## src/rtl/psel_pkg.sv

```systemverilog
package psel_pkg;
    // Smallest supported request width
    localparam int unsigned PSEL_MIN_WIDTH = 2;
endpackage

```

## src/rtl/psel_borrow_mask.sv

```systemverilog
module psel_borrow_mask #(
    parameter int unsigned WIDTH = 4,
    localparam int unsigned DBL = 2 * WIDTH
) (
    input  logic [WIDTH-1:0] req_i,
    input  logic [WIDTH-1:0] base_i,
    output logic [DBL-1:0]   hit_o
);
    logic [DBL-1:0] dbl_req;
    logic [DBL-1:0] base_ext;
    logic [DBL-1:0] diff;

    always_comb begin
        dbl_req  = {req_i, req_i};
        base_ext = {{WIDTH{1'b0}}, base_i};
        // borrow ripples through zeros, absorbed at first set bit
        diff     = dbl_req - base_ext;
        hit_o    = dbl_req & ~diff;
    end
endmodule

```

## src/rtl/psel_fold.sv

```systemverilog
module psel_fold #(
    parameter int unsigned WIDTH = 4,
    localparam int unsigned DBL = 2 * WIDTH
) (
    input  logic [DBL-1:0]   hit_i,
    output logic [WIDTH-1:0] grant_o
);
    genvar gi;
    generate
        for (gi = 0; gi < WIDTH; gi++) begin : g_fold
            assign grant_o[gi] = hit_i[gi] | hit_i[gi+WIDTH];
        end
    endgenerate
endmodule

```

## src/rtl/psel_rr_pick.sv

```systemverilog
module psel_rr_pick #(
    parameter int unsigned WIDTH = 4
) (
    input  logic [WIDTH-1:0] req_i,
    input  logic [WIDTH-1:0] base_i,
    output logic [WIDTH-1:0] grant_o
);
    import psel_pkg::*;
    localparam int unsigned DBL = 2 * WIDTH;

    generate
        if (WIDTH < PSEL_MIN_WIDTH) begin : g_bad_width
            initial $display("psel_rr_pick: WIDTH below minimum");
        end
    endgenerate

    logic [DBL-1:0] hit;

    psel_borrow_mask #(.WIDTH(WIDTH)) u_mask (
        .req_i  (req_i),
        .base_i (base_i),
        .hit_o  (hit)
    );

    psel_fold #(.WIDTH(WIDTH)) u_fold (
        .hit_i   (hit),
        .grant_o (grant_o)
    );
endmodule

```

## config.mk

```make
export PLATFORM = sky130hd
export DESIGN_NAME = psel_rr_pick
export DESIGN_NICKNAME = d
export VERILOG_FILES = /design/src/rtl/psel_pkg.sv /design/src/rtl/psel_borrow_mask.sv /design/src/rtl/psel_fold.sv /design/src/rtl/psel_rr_pick.sv
export SDC_FILE = /design/constraint.sdc
export NUM_CORES = 1
export LEC_CHECK = 0
export BUFFER_PORTS_ARGS = -buffer_cell sky130_fd_sc_hd__buf_2
export CAP_MARGIN = 25
export CORE_AREA = 2 2 39 41
export DETAILED_ROUTE_END_ITERATION = 7
export DIE_AREA = 0 0 41 43
export SYNTH_ARGS = -nofsm -noshare
export SYNTH_HDL_FRONTEND = slang
export SYNTH_SLANG_ARGS = --single-unit
export TNS_END_PERCENT = 1
```

## constraint.sdc

```tcl
create_clock -name vclk -period 1.6
set_input_delay 0.16 -clock vclk [all_inputs]
set_output_delay 0.16 -clock vclk [all_outputs]
set_load 0.02 [all_outputs]
```

==> results.py, run 1 <==
metrics = {
    "floorplanning": {
        "placeableCoreArea_um2": 1380,
        "die_y_um": 43,
        "boundaryPins": 12,
        "initial_utilization_pct": 13.7,
        "floorplan.die_area_um2": 1760,
        "floorplan.rows": 14,
        "die-width_um": 41,
    },
    "drt": {
        "post-route-drc-count": 0,
        "final_antenna_net_count": 0,
        "wirelength_um": 398,
        "detail_route.iter0.violations": 1,
        "via_count": 209,
        "wl_per_cell_um": 7.51,
        "detail_route.vias_per_cell": 3.94,
        "drt_first_pass_iters": 2,
    },
    "finish": {
        "areaGrowthSynthToFinish_pct": 50.3,
        "num_antenna_cells": 0,
        "final_common_cell": "buf_2",
        "final_design_area_no_fill_um2": 284,
        "most_frequent_cells_in_the_layout": "buf_2 (12), inv_1 (5), o21a_1 (4)",
        "regArea_um2": 0,
        "nClkBuffers": 0,
        "fraction_of_layout_cells_with_a_size_suffix_above_1_pct": 48.6,
        "sequential_cell_total": 0,
        "finalNetCount": 51,
    },
    "placement": {
        "dpl.hpwl_um": 375,
        "port_buffers": 12,
        "place.gp.congestion": 0.712,
        "place_area_um2": 277,
        "dp_slack_ps": 20.1,
    },
    "job": {
        "cap_viol_max_count": 0,
    },
    "global_route": {
        "global_route.usage.total_pct": 4.80,
        "global_route.usage.met1_pct": 5.73,
        "grt.met2_usage_pct": 9.38,
        "grt_overflow": 0,
        "grt_most_used_layer": "met2",
        "grt_first_pass_wirelength_um": 634,
        "global_route.usage.met3_pct": 0,
        "pin_count_of_the_biggest_net_entering_global_routing": 6,
        "grt_antenna_before_repair": 0,
        "grt_pass1_vias": 163,
    },
    "synth": {
        "synth-seq-area-share_pct": 0,
        "count_of_unique_library_cells_instantiated_by_yosys": 15,
        "yosys_warnings": 0,
        "synthesis.area_um2": 189,
        "syn_inst": 24,
        "synth_nets": 36,
        "syn_area_per_cell_um2": 7.87,
    },
    "status": {
        "status": "finished clean",
    },
    "timing": {
        "fmax_mhz": 661,
        "final_critical_path_setup_slack_ps": 87.2,
        "worst_slew_pin_slew_ps": 389,
        "setup_viol": 0,
        "period_needed_ps": 1510,
        "rsz0062_at_grt": "false",
        "maxSlewHeadroom_pct": 73.4,
        "finalHoldViolations": 0,
        "report.final.slew_viol_count": 0,
        "period_share_pct": 94.6,
        "setup_tns_ps": 0,
    },
    "pwr": {
        "p_leak_uw": 0.000148,
        "ir_drop_v": 0.0000554,
        "pwr_density_nw_per_um2": 364,
        "finalPower_uw": 103,
    },
    "worst_setup_path": {
        "start_kind": "input pin",
        "critical_path.endpoint_type": "output pin",
        "critical_path_required_ps": 1440,
        "worstPathMaxFanout": 4,
        "crit_arrival_ps": 1350,
        "timing.setup.critical_path_class": "in -> out",
    },
    "min_path": {
        "min_to": "grant_o[3]",
        "min-delay-path-class": "in -> out",
        "worstHoldStart": "req_i[3]",
        "whs_path_cells": 3,
    },
    "clock_tree": {
        "cts_setup_buffers": 0,
    },
}
power breakdown:
group / switching (uW) / internal, uW
clock: 0 / 0
combinational: 55.5 / 48.0
sequential: 0 / 0
total: 55.5 / 48.0
through the flow:
stage / utilization (%) / hold slack (ps) / std cells
2_1_floorplan: - / 470 / 24
3_3_place_gp: 20.0 / 660 / 53
3_5_place_dp: 20.0 / 666 / 53
4_1_cts: 20.0 / 666 / 53
5_1_grt: 20.5 / 674 / 53
6_report: 20.5 / 664 / 53
timing repair:
action / 4_1_cts / 5_1_grt
resized for setup: 0 / 2
setup endpoints to repair: 0 / 2
hold buffers: 0 / 0
worst max-delay path, cell delays in order:
cell and delay, ps:
buf_2 110, ha_1 350, a21oi_2 160, o21ai_2 80, a211oi_2 210, o21a_1 120
buf_2 150
cell usage after synthesis:
cell type  number  share of area, %
inv_1           5               9.9
a21oi_2         1               4.6
nor4_1          1               3.3
a211oi_1        1               4.0
o21a_1          4                16
ha_1            3                20
fa_1            1                11
xor2_1          1               4.6
xnor2_1         1               4.6
a2111oi_0       1               4.6
nand2_1         1               2.0
a21oi_1         1               2.6
nor2b_2         1               4.6
a21o_1          1               4.0
o21ai_2         1               4.6
layer usage:
metal | up-vias | part of all wire [%]
li1 | 111 | -
met1 | 95 | 34
met2 | 3 | 61
met3 | 0 | 4.8
met4 | 0 | 0
met5 | - | 0
logic make-up after synthesis:
family,share of synthesized area (%)
adders and majority gates,30.5
AOI/OAI and AO/OA,40.4
buffers and inverters,9.93
and+or+nand+nor,9.93
xor gates and xnor gates,9.27
how the worst max path moves through the flow:
stage,from,to,slack [ps],depth (start not counted)
2_1_floorplan,base_i[2],grant_o[1],250,6
3_3_place_gp,req_i[2],grant_o[1],20,7
3_5_place_dp,req_i[2],grant_o[1],20,7
4_1_cts,req_i[2],grant_o[1],20,7
5_1_grt,req_i[2],grant_o[1],10,7
6_report,req_i[2],grant_o[1],90,7
final cells by class:
class                           instances  area, um^2
Inverter                                5        18.8
Multi-Input combinational cell         19         178
Fill cell                             162        1100
Timing Repair Buffer                   13        67.6
Tap cell                               16        20.0
Power figures use the tool's default switching activity.
==> inputs of run 2 (changes only) <==
--- a/config.mk
+++ b/config.mk
@@ -10,6 +10,7 @@
 export CORE_AREA = 2 2 39 41
 export DETAILED_ROUTE_END_ITERATION = 7
 export DIE_AREA = 0 0 41 43
+export RECOVER_POWER = 25
 export SYNTH_ARGS = -nofsm -noshare
 export SYNTH_HDL_FRONTEND = slang
 export SYNTH_SLANG_ARGS = --single-unit
==> results.py, run 2 (synthesis results as in run 1) <==
metrics = {
    "placement": {
        "port_buffers": 12,
        "place.gp.congestion": 0.712,
        "dpl.hpwl_um": 375,
    },
    "pwr": {
        "intPower_uw": 47.9,
        "clockPowerShare_pct": 0,
        "p_leak_uw": 0.000148,
        "pwr_density_nw_per_um2": 365,
        "pwr-share-seq_pct": 0,
        "ir_drop_v": 0.0000554,
        "power_switching_uw": 55.6,
        "comb_power_share_pct": 100.0,
        "switching_share_pct": 53.7,
        "finalPower_uw": 104,
    },
    "min_path": {
        "whs_path_cells": 3,
        "min-delay-path-class": "in -> out",
    },
    "global_route": {
        "grt_first_pass_wirelength_um": 634,
        "global_route.usage.total_pct": 4.80,
        "pin_count_of_the_biggest_net_entering_global_routing": 6,
        "grt_pass1_vias": 163,
        "grt_overflow": 0,
        "grt_antenna_before_repair": 0,
    },
    "timing": {
        "period_share_pct": 94.6,
        "rsz0062_at_grt": "false",
        "setup_tns_ps": 0,
        "worst_slew_pin_slew_ps": 389,
        "setup_viol": 0,
        "whs_ps": 664,
        "fmax_mhz": 661,
        "period_needed_ps": 1510,
        "finalHoldViolations": 0,
        "maxSlewHeadroom_pct": 73.4,
        "report.final.slew_viol_count": 0,
    },
    "drt": {
        "final_antenna_net_count": 0,
        "post-route-drc-count": 0,
        "wl_per_cell_um": 7.51,
        "drt_first_pass_iters": 2,
        "detail_route.vias_per_cell": 3.94,
        "via_count": 209,
        "wirelength_um": 398,
        "detail_route.iter0.violations": 1,
    },
    "worst_setup_path": {
        "critical_path_required_ps": 1440,
        "worst_path_largest_cell_delay_ps": 350,
        "critical_path.cell_chain": "buf_2 > ha_1 > a21oi_2 > o21ai_2 > a211oi_2 > o21a_1 > buf_2",
        "timing.critical_path.slowest_stage_cell": "ha_1",
        "critical_path.endpoint_type": "output pin",
        "worstPathMaxFanout": 4,
        "timing.setup.critical_path_class": "in -> out",
        "crit_arrival_ps": 1350,
        "start_kind": "input pin",
        "cp_common_cell": "buf_2",
    },
    "floorplanning": {
        "floorplan.die_area_um2": 1760,
        "floorplan.rows": 14,
        "die-width_um": 41,
        "initial_utilization_pct": 13.7,
        "placeableCoreArea_um2": 1380,
        "die_y_um": 43,
        "boundaryPins": 12,
    },
    "finish": {
        "regArea_um2": 0,
        "final_common_cell": "buf_2",
        "fraction_of_layout_cells_with_a_size_suffix_above_1_pct": 48.6,
        "areaGrowthSynthToFinish_pct": 50.3,
        "sequential_cell_total": 0,
        "finalNetCount": 51,
        "most_frequent_cells_in_the_layout": "buf_2 (11), inv_1 (5), o21a_1 (4)",
        "num_antenna_cells": 0,
        "nClkBuffers": 0,
    },
    "job": {
        "cap_viol_max_count": 0,
    },
    "clock_tree": {
        "count_of_hold_fix_buffers_inserted_at_cts": 0,
    },
    "status": {
        "status": "finished clean",
    },
}
==> run 2: cell count changes in the layout (fill, tap and decap cells not counted), sizes merged <==
cell	change
buf	-1
clkbuf	+1
==> run 2: metrics by stage <==
step	std cells	utilization (%)	worst slack (ps)	cell area, um^2
floorplan	24	-	251	189
global placement	53	20.0	20.2	277
detailed placement	53	20.0	20.1	277
CTS	53	20.0	15.4	277
global route	53	20.5	12.2	284
finish	53	20.5	87.2	284
==> run 2: worst paths after layout <==
kind | startpoint | end | slack, ps
setup / recovery | req_i[2] | grant_o[1] | 90
hold / removal | req_i[3] | grant_o[3] | 660
==> run 2: routing by layer <==
| layer | up-vias | GRT usage [%] | share of wire, % |
|---|---|---|---|
| met4 | 0 | 0 | 0 |
| met1 | 95 | 5.73 | 34 |
| li1 | 111 | - | - |
| met5 | - | 0 | 0 |
| met3 | 0 | 0 | 4.8 |
| met2 | 3 | 9.38 | 61 |
==> run 2: final cells by class <==
type	instances	area (um^2)
fillers	162	1100
multi-input cells	19	178
repair buffers	13	67.6
well taps	16	20.0
inverters	5	18.8
==> run 2: timing repair <==
item / in CTS / in global routing
setup buffers: 0 / 0
resized for setup: 0 / 2
endpoints found under the setup margin: 0 / 2
==> run 2: power by group through the flow <==
stage / Clock, uW / Sequential [uW] / Combinational (uW)
global placement: 0 / 0 / 102
floorplan: 0 / 0 / 68.0
global route: 0 / 0 / 116
CTS: 0 / 0 / 103
detailed placement: 0 / 0 / 102
finish: 0 / 0 / 104
==> run 2: worst max-delay path: cells and delay by family <==
| family | cells | cell delay [ps] |
|---|---|---|
| buf+inv | 2 | 260 |
| compound gates | 4 | 570 |
| fa+ha+maj | 1 | 350 |
==> inputs of run 3 (changes only) <==
--- a/config.mk
+++ b/config.mk
@@ -5,7 +5,7 @@
 export SDC_FILE = /design/constraint.sdc
 export NUM_CORES = 1
 export LEC_CHECK = 0
-export BUFFER_PORTS_ARGS = -buffer_cell sky130_fd_sc_hd__buf_2
+export BUFFER_PORTS_ARGS = -buffer_cell sky130_fd_sc_hd__clkbuf_2
 export CAP_MARGIN = 25
 export CORE_AREA = 2 2 39 41
 export DETAILED_ROUTE_END_ITERATION = 7
@@ -13,5 +13,6 @@
 export RECOVER_POWER = 25
 export SYNTH_ARGS = -nofsm -noshare
 export SYNTH_HDL_FRONTEND = slang
+export SYNTH_HIERARCHICAL = 1
 export SYNTH_SLANG_ARGS = --single-unit
 export TNS_END_PERCENT = 1
==> results.py, run 3 <==
metrics = {
    "synth": {
        "synth_fa_ha_area_share_pct": 24.5,
        "syn_inst": 31,
        "synthesis.area_um2": 235,
        "netlist_top_cells_area": "ha_1 (16%), or2_1 (11%), fa_1 (8.5%)",
        "synth_nets": 43,
        "yosys.area_share.simple_pct": 46.3,
        "synth_top_cell_area_share_pct": 16.0,
        "synth-seq-area-share_pct": 0,
        "count_of_unique_library_cells_instantiated_by_yosys": 21,
        "syn_area_per_cell_um2": 7.59,
        "synthMostInstantiatedCell": "or2_1",
        "yosys_warnings": 6,
        "synth_compound_area_share_pct": 20.2,
        "synth_top_family_by_area": "simple AND/OR/NAND/NOR gates",
        "yosysTopAreaCell": "ha_1",
        "yosys-top-cells-count": "or2_1 (4), ha_1 (3), inv_1 (3)",
        "synth_mux_area_share_pct": 4.26,
        "synth_xor_area_share_pct": 0,
    },
    "finish": {
        "num_antenna_cells": 0,
        "final_design_area_no_fill_um2": 384,
        "fin_cells": 63,
        "regArea_um2": 0,
        "finalNetCount": 61,
        "sequential_cell_total": 0,
        "areaGrowthSynthToFinish_pct": 63.3,
        "final_common_cell": "clkbuf_2",
        "fraction_of_layout_cells_with_a_size_suffix_above_1_pct": 53.2,
        "most_frequent_cells_in_the_layout": "clkbuf_2 (8), buf_4 (5), or2_1 (4)",
        "nClkBuffers": 0,
        "utilization_pct": 27.8,
    },
    "timing": {
        "maxSlewHeadroom_pct": 85.7,
        "final_critical_path_setup_slack_ps": 41.9,
        "fmax_mhz": 642,
        "period_needed_ps": 1560,
        "finalHoldViolations": 0,
        "worst_slew_pin_slew_ps": 213,
        "setup_viol": 0,
        "period_share_pct": 97.4,
        "report.final.slew_viol_count": 0,
        "rsz0062_at_grt": "true",
    },
    "global_route": {
        "global_route.usage.total_pct": 6.71,
        "grt_first_pass_wirelength_um": 883,
        "grt_pass1_vias": 240,
        "grt_antenna_before_repair": 0,
        "grt_overflow": 0,
        "pin_count_of_the_biggest_net_entering_global_routing": 6,
    },
    "worst_setup_path": {
        "worstPathMaxFanout": 2,
        "worst_path_largest_cell_delay_ps": 330,
        "critical_path_required_ps": 1440,
        "critPathTopFamily": "simple AND/OR/NAND/NOR gates",
        "critical_path.endpoint_type": "output pin",
        "crit_path_buf_inv_count": 2,
        "critical_path.cell_chain": "buf_6 > nand2b_4 > fa_2 > and2_4 > o21a_1 > or2_1 > buf_4",
        "crit_arrival_ps": 1400,
        "timing.setup.critical_path_class": "in -> out",
        "start_kind": "input pin",
        "timing.critical_path.to": "grant_o[2]",
        "cp.depth": 7,
        "timing.critical_path.slowest_stage_cell": "fa_2",
        "critical_path.startpoint": "req_i[0]",
    },
    "floorplanning": {
        "initial_utilization_pct": 17.0,
        "die-width_um": 41,
        "floorplan.die_area_um2": 1760,
        "placeableCoreArea_um2": 1380,
        "floorplan.rows": 14,
        "boundaryPins": 12,
        "die_y_um": 43,
    },
    "placement": {
        "place.gp.congestion": 0.648,
        "place_inst": 63,
        "dp_slack_ps": -105,
        "place_area_um2": 345,
        "port_buffers": 12,
        "dpl.hpwl_um": 448,
    },
    "pwr": {
        "ir_drop_v": 0.0000974,
        "p_leak_uw": 0.000204,
        "pwr_density_nw_per_um2": 344,
    },
    "min_path": {
        "min-delay-path-class": "in -> out",
        "worstHoldStart": "base_i[0]",
    },
    "job": {
        "cap_viol_max_count": 0,
    },
    "clock_tree": {
        "count_of_hold_fix_buffers_inserted_at_cts": 0,
    },
    "drt": {
        "post-route-drc-count": 0,
        "detail_route.iter0.violations": 1,
        "final_antenna_net_count": 0,
        "via_count": 256,
        "detail_route.vias_per_cell": 4.06,
        "wl_per_cell_um": 7.67,
        "drt_first_pass_iters": 2,
        "wirelength_um": 483,
    },
    "status": {
        "status": "finished clean",
    },
}
run 3: metrics by stage:
step	hold WS (ps)	setup TNS, ps	power (uW)
global route	827	-24.6	148
CTS	801	0	132
global placement	796	-315	115
finish	795	0	132
detailed placement	808	-196	115
floorplan	595	0	74.1
run 3: worst min-delay path by stage:
stage	end	slack, ps	cells after the start
5_1_grt	grant_o[0]	830	4
2_1_floorplan	grant_o[2]	600	2
3_3_place_gp	grant_o[0]	800	4
4_1_cts	grant_o[0]	800	4
3_5_place_dp	grant_o[0]	810	4
6_report	grant_o[0]	800	4
run 3: power by group:
group,total [uW],switching (uW),internal [uW],leakage (uW)
logic,132,60.8,71.3,0.000204
clock network,0,0,0,0
registers,0,0,0,0
total,132,60.8,71.3,0.000204
run 3: cell families (layout without fill, tap and decap cells):
logic type	after synthesis	count (layout)
AND/OR/NAND/NOR	17	17
multiplexers	1	1
AO/OA/AOI/OAI	6	6
buffers and inverters	3	19
adder cells (fa/ha/maj)	4	4
run 3: layout make-up:
| class | count | area [um^2] |
|---|---|---|
| Timing Repair Buffer | 16 | 108 |
| Inverter | 3 | 11.3 |
| Multi-Input combinational cell | 28 | 245 |
| Fill cell | 162 | 1000 |
| Tap cell | 16 | 20.0 |
run 3: metal layers:
layer	share of wire [%]	GRT usage, %	vias up	routed length (um)
met3	6.0	0	0	29
met4	0	0	0	0
met1	43	9.24	110	207
met2	51	11.9	7	245
met5	0	0	-	0
li1	-	-	139	-
run 3: timing repair:
item / 4_1_cts / 5_1_grt
buffers inserted: 0 / 0
setup endpoints to repair: 3 / 3
resized for setup: 7 / 4
pin swaps: 2 / 2
